File: src/rtl/gpio_mb_pkg.sv
package gpio_mb_pkg;
  localparam int unsigned MB_ADDR_W  = 12;
  localparam logic [MB_ADDR_W-1:0] DIR_OFS   = 12'h400;
  localparam logic [MB_ADDR_W-1:0] ICFG_BASE = 12'h404;
  localparam int unsigned ICFG_COUNT = 7;

  typedef enum logic [1:0] {
    HIT_NONE = 2'd0,
    HIT_DATA = 2'd1,
    HIT_DIR  = 2'd2,
    HIT_ICFG = 2'd3
  } hit_e;
endpackage

File: src/rtl/gpio_mb_decode.sv
module gpio_mb_decode
  import gpio_mb_pkg::*;
#(
  parameter int unsigned NPINS  = 8,
  parameter int unsigned ADDR_W = 12,
  parameter int unsigned NICFG  = 7
) (
  input  logic [ADDR_W-1:0] addr,
  output hit_e              hit,
  output logic [NPINS-1:0]  mask,
  output logic [NICFG-1:0]  icfg_sel
);
  localparam int unsigned DATA_TOP = NPINS + 2;

  logic data_region;
  logic dir_match;

  assign mask        = addr[DATA_TOP-1:2];
  assign data_region = (addr[ADDR_W-1:DATA_TOP] == '0);
  assign dir_match   = (addr == ADDR_W'(DIR_OFS));

  for (genvar k = 0; k < NICFG; k++) begin : g_icfg
    assign icfg_sel[k] = (addr == ADDR_W'(ICFG_BASE) + ADDR_W'(4 * k));
  end

  always_comb begin
    if (data_region)      hit = HIT_DATA;
    else if (dir_match)   hit = HIT_DIR;
    else if (|icfg_sel)   hit = HIT_ICFG;
    else                  hit = HIT_NONE;
  end
endmodule

File: src/rtl/gpio_mb_sync.sv
module gpio_mb_sync #(
  parameter int unsigned W      = 8,
  parameter int unsigned STAGES = 2
) (
  input  logic         clk,
  input  logic         rst,
  input  logic [W-1:0] d,
  output logic [W-1:0] q
);
  logic [W-1:0] stage_q [STAGES];

  for (genvar s = 0; s < STAGES; s++) begin : g_stage
    if (s == 0) begin : g_first
      always_ff @(posedge clk) begin
        if (rst) stage_q[s] <= '0;
        else     stage_q[s] <= d;
      end
    end else begin : g_next
      always_ff @(posedge clk) begin
        if (rst) stage_q[s] <= '0;
        else     stage_q[s] <= stage_q[s-1];
      end
    end
  end

  assign q = stage_q[STAGES-1];
endmodule

File: src/rtl/gpio_mb_port.sv
module gpio_mb_port #(
  parameter int unsigned NPINS = 8
) (
  input  logic             clk,
  input  logic             rst,
  input  logic             dir_we,
  input  logic             data_we,
  input  logic [NPINS-1:0] mask,
  input  logic [NPINS-1:0] wdata,
  output logic [NPINS-1:0] dir_q,
  output logic [NPINS-1:0] out_q
);
  always_ff @(posedge clk) begin
    if (rst)         dir_q <= '0;
    else if (dir_we) dir_q <= wdata;
  end

  for (genvar n = 0; n < NPINS; n++) begin : g_pin
    always_ff @(posedge clk) begin
      if (rst)
        out_q[n] <= 1'b0;
      else if (data_we && mask[n] && dir_q[n])
        out_q[n] <= wdata[n];
    end
  end

  assert_masked_keep_R3: assert property (@(posedge clk) disable iff (rst)
    data_we |=> ((out_q & ~$past(mask)) == ($past(out_q) & ~$past(mask))));

  assert_input_blocked_R4: assert property (@(posedge clk) disable iff (rst)
    data_we |=> ((out_q & ~$past(dir_q)) == ($past(out_q) & ~$past(dir_q))));

  assert_dir_load_R2: assert property (@(posedge clk) disable iff (rst)
    dir_we |=> (dir_q == $past(wdata)));
endmodule

File: src/rtl/gpio_mask_bank.sv
module gpio_mask_bank
  import gpio_mb_pkg::*;
#(
  parameter int unsigned NPINS       = 8,
  parameter int unsigned ADDR_W      = MB_ADDR_W,
  parameter int unsigned NICFG       = ICFG_COUNT,
  parameter int unsigned SYNC_STAGES = 2
) (
  input  logic              clk,
  input  logic              rst,
  input  logic [ADDR_W-1:0] addr,
  input  logic              wr_en,
  input  logic              rd_en,
  input  logic [NPINS-1:0]  wdata,
  output logic [NPINS-1:0]  rdata,
  input  logic [NPINS-1:0]  pad_in,
  output logic [NPINS-1:0]  pad_out,
  output logic [NPINS-1:0]  pad_oe,
  output logic [NICFG-1:0]  icfg_sel,
  output logic              icfg_wr,
  output logic              icfg_rd,
  output logic [NPINS-1:0]  icfg_wdata,
  input  logic [NPINS-1:0]  icfg_rdata
);
  hit_e             hit;
  logic [NPINS-1:0] mask;
  logic [NPINS-1:0] dir_q;
  logic [NPINS-1:0] out_q;
  logic [NPINS-1:0] pad_sync;
  logic [NPINS-1:0] level;
  logic [NPINS-1:0] rd_mux;
  logic [NPINS-1:0] rdata_q;

  gpio_mb_decode #(.NPINS(NPINS), .ADDR_W(ADDR_W), .NICFG(NICFG)) u_dec (
    .addr     (addr),
    .hit      (hit),
    .mask     (mask),
    .icfg_sel (icfg_sel)
  );

  gpio_mb_sync #(.W(NPINS), .STAGES(SYNC_STAGES)) u_sync (
    .clk (clk),
    .rst (rst),
    .d   (pad_in),
    .q   (pad_sync)
  );

  gpio_mb_port #(.NPINS(NPINS)) u_port (
    .clk     (clk),
    .rst     (rst),
    .dir_we  (wr_en && (hit == HIT_DIR)),
    .data_we (wr_en && (hit == HIT_DATA)),
    .mask    (mask),
    .wdata   (wdata),
    .dir_q   (dir_q),
    .out_q   (out_q)
  );

  assign level = (dir_q & out_q) | (~dir_q & pad_sync);

  always_comb begin
    unique case (hit)
      HIT_DATA: rd_mux = level & mask;
      HIT_DIR:  rd_mux = dir_q;
      HIT_ICFG: rd_mux = icfg_rdata;
      default:  rd_mux = '0;
    endcase
  end

  always_ff @(posedge clk) begin
    if (rst)        rdata_q <= '0;
    else if (rd_en) rdata_q <= rd_mux;
  end

  assign rdata      = rdata_q;
  assign pad_out    = out_q;
  assign pad_oe     = dir_q;
  assign icfg_wr    = wr_en && (hit == HIT_ICFG);
  assign icfg_rd    = rd_en && (hit == HIT_ICFG);
  assign icfg_wdata = wdata;

  assert_read_masked_R5: assert property (@(posedge clk) disable iff (rst)
    (rd_en && (addr[ADDR_W-1:NPINS+2] == '0)) |=> ((rdata & ~$past(mask)) == '0));

  assert_rdata_hold_R8: assert property (@(posedge clk) disable iff (rst)
    !rd_en |=> $stable(rdata));

  assert_sel_onehot_R9: assert property (@(posedge clk) disable iff (rst)
    $onehot0(icfg_sel));

  assert_undecoded_zero_R10: assert property (@(posedge clk) disable iff (rst)
    (rd_en && (hit == HIT_NONE)) |=> (rdata == '0));

  assert_output_readback_R7: assert property (@(posedge clk) disable iff (rst)
    (rd_en && (hit == HIT_DATA)) |=> ((rdata & $past(mask) & $past(dir_q)) ==
                                       ($past(out_q) & $past(mask) & $past(dir_q))));
endmodule

File: config.mk
export PLATFORM = sky130hd
export DESIGN_NAME = gpio_mask_bank
export DESIGN_NICKNAME = d
export VERILOG_FILES = /design/src/rtl/gpio_mb_pkg.sv /design/src/rtl/gpio_mb_decode.sv /design/src/rtl/gpio_mb_sync.sv /design/src/rtl/gpio_mb_port.sv /design/src/rtl/gpio_mask_bank.sv
export SDC_FILE = /design/constraint.sdc
export NUM_CORES = 1
export LEC_CHECK = 0
export CORE_MARGIN = 1
export CORE_UTILIZATION = 39
export DETAILED_ROUTE_END_ITERATION = 10
export PLACE_DENSITY_LB_ADDON = 0.15
export SYNTH_ARGS = -nofsm -noshare
export SYNTH_HDL_FRONTEND = slang
export SYNTH_HIERARCHICAL = 1
export SYNTH_SLANG_ARGS = --single-unit
File: constraint.sdc
create_clock -name clk -period 1.9 [get_ports clk]
set_input_delay 0.38 -clock clk [delete_from_list [all_inputs] [get_ports clk]]
set_output_delay 0.38 -clock clk [all_outputs]
set_load 0.02 [all_outputs]
==> results.md, run 1 <==
- Outcome: complete, no violations
- Antenna Nets Post-Route: 0
- Synth warn: 6
- FF/Latch Area: 800.8 um^2
- Syn avg cell area: 10.12 um^2
- Hold Path Class: reg -> reg
- Diodes inserted: 0
- Layout Nets: 337
- PnR Total Power: 1657 uW
- Via/cell ratio: 4.632
- DRC errors left: 0
- Reg2reg start: u_port/dir_q[5]
- Worst stage delay on the critical path: 0.54 ns
- Num rows: 25
- Clock tree from TritonCTS: built
- CTS Sinks: 40
- FILL cells: 447
- R2r endpoint: rdata[5]
- Via count: 1686
- P_int: 1274 uW
- Die Ht: 73.31 um
- CTS hold repair buffers: 0
- Sequential fraction of the synthesis area: 0.4038
- Tcrit/Tclk final: 0.9776
- Initial Util: 0.4117
- Reg2Reg Setup Slack: 0.70 ns
- Iteration-0 DRC Markers: 58
- Wirelength per Cell: 13.18 um
- Max Fclk: 0.5384 GHz
- Fin. Hold Viols: 0
- Dpl cells: 354
- Worst-case reg-to-reg path depth: 3
- Hold depth: 1
- VDD IR max: 516.3 uV
- I/O Buffers: 80
- Clk_lat worst skew: 0.28 ns
- Pin count of the biggest net entering global routing: 25
- First-pass GRT wire length: 7307 um
- NetSw: 383.2 uW
- Flop pwr share: 0.517
- Number of flops mapped to enable cells by yosys: 0
- GRT Total Usage: 0.1816
- GRT overflow: 0
- RSZ-0062 raised after global routing: yes
- Worst path required time: 1.52 ns
- Detailed placement HPWL: 3711 um
- Pins Over Slew Limit: 0
- Number of CTS-inserted buffers: 5
- Worst slew pin tran: 0.5172 ns
- CP cell instances: clkdlybuf4s50_1 -> nor3_4 -> o22ai_4 -> and3_4 -> buf_6
- Syn Inst Count: 196
- Max-cap viol count: 0
- Core Box Area: 0.004817 mm^2
- Clock Tree Buf Depth: 2
- Crit end category: output port
- Commonest non-fill, non-tap cell in the layout: clkdlybuf4s50_1
- Syn Nets: 236
- WHS Endpoint: u_sync/stage_q[1][4]
- Slowest cell on the critical path: clkdlybuf4s50_1
- Share of cells above drive strength 1: 0.3535
- Final setup TNS: 0 ns
- # setup viols final: 0
- Startpoint types: input port
- Clock Tree Root: clkbuf_8
- GPL Wtd Cong: 0.7497
- Die area: 0.005374 mm^2
- Cell area after synthesis: 0.001983 mm^2
- Minimum clock period: 1.857 ns
- Ys async rst share: 0
- Reg clk slew, reported paths: 0.07 ns
- Commonest cells after routing, fill and taps aside: clkdlybuf4s50_1, dfxtp_1, buf_4, mux2i_1, nand2b_1
- Antenna violations before repair: 0
- Pre-CTS WS: -0.7810 ns
- Distinct cell type count after synthesis: 29
- Setup CP Type: in -> out
- Prevailing post-synth register cell: dfxtp_1
- Drt total wl: 4798 um
- Die Width: 73.31 um
- DR pass1 iterations: 4
- Vias in the first global route: 1582
- Multi-input gate area: 0.001070 mm^2
- Pleak: 0.001258 uW
- Worst setup margin: 0.04261 ns
- # IOs: 81
- Combinational Power Share: 0.169
- Fin cells: 364
- Clock share of power: 0.314
- PwrDens: 534.8 mW/mm^2
- Slew HR: 0.6539
- Hold Startpoint: u_sync/stage_q[0][4]
- Area Overhead vs Synth: 56.28%
- Final Skew: 0.001575 ns
- Final hold slack: 0.4429 ns
- Arr. time, crit path: 1.48 ns
- H-tree Lvls: 2
- FF+latch count, synth: 40
- CP max FO: 4
- Switching Fraction: 0.2312
-- critical path: cells and delay by family --
family                 cells  cell delay, ns
AND/OR/NAND/NOR            2            0.27
AO/OA/AOI/OAI              1            0.17
buffers and inverters      2            0.65
-- power groups by stage --
stage / logic [uW] / clock network (uW) / registers, uW
4_1_cts: 274 / 543 / 857
6_report: 280 / 520 / 857
3_3_place_gp: 268 / 0 / 876
5_1_grt: 297 / 591 / 858
2_1_floorplan: 121 / 0 / 876
3_5_place_dp: 270 / 0 / 877
-- through the flow --
step | util | cell area (um^2)
after CTS | 0.6338 | 3053
final | 0.6434 | 3099
after detailed placement | 0.6164 | 2969
after global placement | 0.6164 | 2969
after global routing | 0.6434 | 3099
after floorplan | - | 1999
-- kinds of logic (layout without fill, tap and decap cells) --
logic type,count (synthesis),after routing,share of synthesized area
AOI/OAI and AO/OA,18,18,0.06499
buffers and inverters,26,127,0.09842
DFF,40,40,0.4038
muxes,32,32,0.1830
and+or+nand+nor,80,80,0.2498
-- synth_stat cells, drive strengths merged (2+ instances only) --
master	instances	area share
buf	24	0.095
inv	2	0.0038
nand3	11	0.030
and2b	6	0.026
mux2i	16	0.081
o21ai	8	0.020
and3	2	0.0069
nor3	5	0.015
a32oi	8	0.035
dfxtp	40	0.40
nand2b	16	0.052
nand2	10	0.019
nand3b	2	0.0076
mux2	16	0.10
nor2	13	0.025
nor2b	12	0.047
-- worst max path at each step --
stage	start	endpoint	slack [ns]
after floorplan	addr[1]	u_port/out_q[1]	0.01
after global placement	addr[1]	icfg_wr	-0.71
after detailed placement	addr[1]	icfg_wr	-0.78
after CTS	addr[7]	icfg_rd	0.0006
after global routing	addr[8]	rdata[2]	-0.03
final	addr[3]	icfg_rd	0.04
-- metal layers --
layer | GRT usage | vias up | wire, um
li1 | - | 862 | -
met1 | 0.2291 | 770 | 2142
met2 | 0.3004 | 52 | 2333
met3 | 0.05898 | 2 | 305
met4 | 0.04487 | 0 | 16
met5 | 0 | - | 0
-- final cells by class --
cell class | instances | share of cell area
multi-input combinational | 130 | 0.3452
timing repair buffer | 118 | 0.3407
sequential | 40 | 0.2584
tap | 67 | 0.02705
clock buffer | 5 | 0.02220
clock inverter | 2 | 0.004037
inverter | 2 | 0.002422
-- timing repair --
action | 4_1_cts | 5_1_grt
setup endpoints to repair | 33 | 18
setup buffers | 1 | 3
gates resized for setup | 78 | 15
pin swaps | 7 | 5
-- flip-flops by register name, summed over array words and instances (netlist names) --
signal          flops
rdata               8
u_port/dir_q        8
u_port/out_q        8
u_sync/stage_q     16
(Power assumes the default switching activity.)
==> run 2: changes to the inputs <==
--- a/config.mk
+++ b/config.mk
@@ -9,6 +9,7 @@
 export CORE_UTILIZATION = 39
 export DETAILED_ROUTE_END_ITERATION = 10
 export PLACE_DENSITY_LB_ADDON = 0.15
+export SKIP_LAST_GASP = 1
 export SYNTH_ARGS = -nofsm -noshare
 export SYNTH_HDL_FRONTEND = slang
 export SYNTH_HIERARCHICAL = 1
==> run 2 against run 1 <==
Net effect: clock skew unchanged; critical path depth is the same; combinational power about the same; routed wire length hardly changed; highest routed layer unchanged; critical endpoint is now icfg_sel[2]; worst hold slack unchanged; first-iteration DRC count unchanged; non-clock buffer count unchanged; core utilization decreased by 0.13 points; total power about the same; maximum frequency decreased by 1.0%.
==> results.md, run 2 (same netlist as run 1, synthesis figures left out) <==
- Worst slew pin tran: 0.5172 ns (unchanged)
- Initial Util: 0.4117 (unchanged)
- Area Overhead vs Synth: 55.96%
- GPL Wtd Cong: 0.7497 (unchanged)
- Clk_lat worst skew: 0.28 ns (about the same)
- Startpoint types: input port
- Die Ht: 73.31 um (unchanged)
- Antenna Nets Post-Route: 0 (unchanged)
- CTS Sinks: 40 (unchanged)
- Hold Path Class: reg -> reg
- First-pass GRT wire length: 7307 um (unchanged)
- Final Cell Area: 0.003093 mm^2 (-0.20%)
- Via/cell ratio: 4.632 (unchanged)
- Worst path required time: 1.52 ns (about the same)
- Number of CTS-inserted buffers: 5 (unchanged)
- Slew HR: 0.6539 (unchanged)
- Largest register by flop count: u_sync/stage_q
- GRT overflow: 0 (unchanged)
- PwrDens: 535.6 mW/mm^2 (+0.15%)
- Via count: 1686 (unchanged)
- DRC errors left: 0 (unchanged)
- Commonest non-fill, non-tap cell in the layout: clkdlybuf4s50_1
- Core Box Area: 0.004817 mm^2 (unchanged)
- Pin count of the biggest net entering global routing: 25 (unchanged)
- H-tree Lvls: 2 (unchanged)
- Cell Area, Placed: 0.002969 mm^2 (unchanged)
- Tcrit/Tclk final: 0.9875 (+0.009917)
- CP max FO: 7 (+3)
- I/O Buffers: 80 (unchanged)
- Outcome: complete, no violations
- Diodes inserted: 0 (unchanged)
- Arr. time, crit path: 1.50 ns (+0.02 ns)
- Fin. Hold Viols: 0 (unchanged)
- Detailed placement HPWL: 3711 um (unchanged)
- Vias in the first global route: 1582 (unchanged)
- Setup CP Type: in -> out
- Crit end category: output port
- Pleak: 0.001257 uW (about the same)
- Layout Nets: 337 (unchanged)
- Die area: 0.005374 mm^2 (unchanged)
- Pins Over Slew Limit: 0 (unchanged)
- # IOs: 81 (unchanged)
- # setup viols final: 0 (unchanged)
- Antenna violations before repair: 0 (unchanged)
- VDD IR max: 516.3 uV (about the same)
- Max-cap viol count: 0 (unchanged)
- Max FFs per register: 16 (unchanged)
- GRT Total Usage: 0.1816 (unchanged)
- Clock tree from TritonCTS: built
- Iteration-0 DRC Markers: 58 (unchanged)
- Wirelength per Cell: 13.18 um (about the same)
- Max Fclk: 0.5330 GHz (-1.0%)
- DR pass1 iterations: 4 (unchanged)
- Clock Tree Root: clkbuf_8
- Final Skew: 0.001575 ns (unchanged)
- Clock Tree Buf Depth: 2 (unchanged)
- Reg clk slew, reported paths: 0.07 ns (about the same)
- Minimum clock period: 1.876 ns (+0.01884 ns)
- Share of cells above drive strength 1: 0.3535 (unchanged)
- Final core utilization: 0.6421 (-0.001299)
- Die Width: 73.31 um (unchanged)
- Commonest cells after routing, fill and taps aside: clkdlybuf4s50_1, dfxtp_1, buf_4, mux2i_1, nand2b_1
- Drt total wl: 4796 um (about the same)
- Num rows: 25 (unchanged)
- RSZ-0062 raised after global routing: yes
[run 2: cell counts in the layout (fill, tap and decap cells not counted)]
No cell type changed its count.
[run 2: layout make-up]
type / count / area, um^2
sequential: 40 / 800.8
tap: 67 / 83.83
timing repair buffer: 118 / 1050
clock inverter: 2 / 12.51
multi-input combinational: 130 / 1070
fill: 448 / 1724
inverter: 2 / 7.507
clock buffer: 5 / 68.82
[run 2: worst max-delay path: stages]
cell and delay, ns:
clkdlybuf4s50_1 0.52, buf_4 0.17, nand3_1 0.11, nor2_1 0.13
buf_2 0.18
[run 2: metal layers]
| metal | vias to the layer above | GRT usage | wire, um |
|---|---|---|---|
| met5 | - | 0 | 0 |
| met4 | 0 | 0.04487 | 16 |
| met3 | 2 | 0.05898 | 308 |
| met2 | 52 | 0.3004 | 2333 |
| met1 | 770 | 0.2291 | 2138 |
| li1 | 862 | - | - |
[run 2: through the flow]
step                      hold slack (ns)  std cells  power [uW]  setup slack, ns  setup TNS, ns
after floorplan                    0.4138        196       997.4          0.01091              0
after global routing               0.4590        364        1745         -0.03213        -0.1200
after CTS                          0.4459        362        1673        0.0005718              0
after detailed placement           0.4224        354        1147          -0.7810         -19.29
after global placement             0.4176        354        1144          -0.7119         -17.06
final                              0.4429        364        1656          0.02377              0
[run 2: final timing paths]
path / startpoint / to / slack (ns) / cells past startpoint
worst max-delay path: addr[3] / icfg_sel[2] / 0.02 / 5
worst min-delay path: u_sync/stage_q[0][4] / u_sync/stage_q[1][4] / 0.44 / 1
worst max register to register: u_port/dir_q[5] / rdata[5] / 0.70 / 3
worst min register to register: u_sync/stage_q[0][4] / u_sync/stage_q[1][4] / 0.44 / 1
[run 2: repair_timing]
action	CTS	global route
buffers inserted	1	3
setup endpoints to repair	33	18
pin swaps	7	5
hold endpoints to repair	0	0
gates resized for setup	78	13
hold buffers	0	0
[run 2: power by group]
| group | leakage (uW) | internal [uW] | switching, uW | total (uW) |
|---|---|---|---|---|
| Sequential | 0.000326 | 854 | 3.42 | 857 |
| Combinational | 0.000892 | 171 | 107 | 279 |
| Clock | 0.0000400 | 248 | 272 | 520 |
| Total | 0.00126 | 1270 | 383 | 1660 |
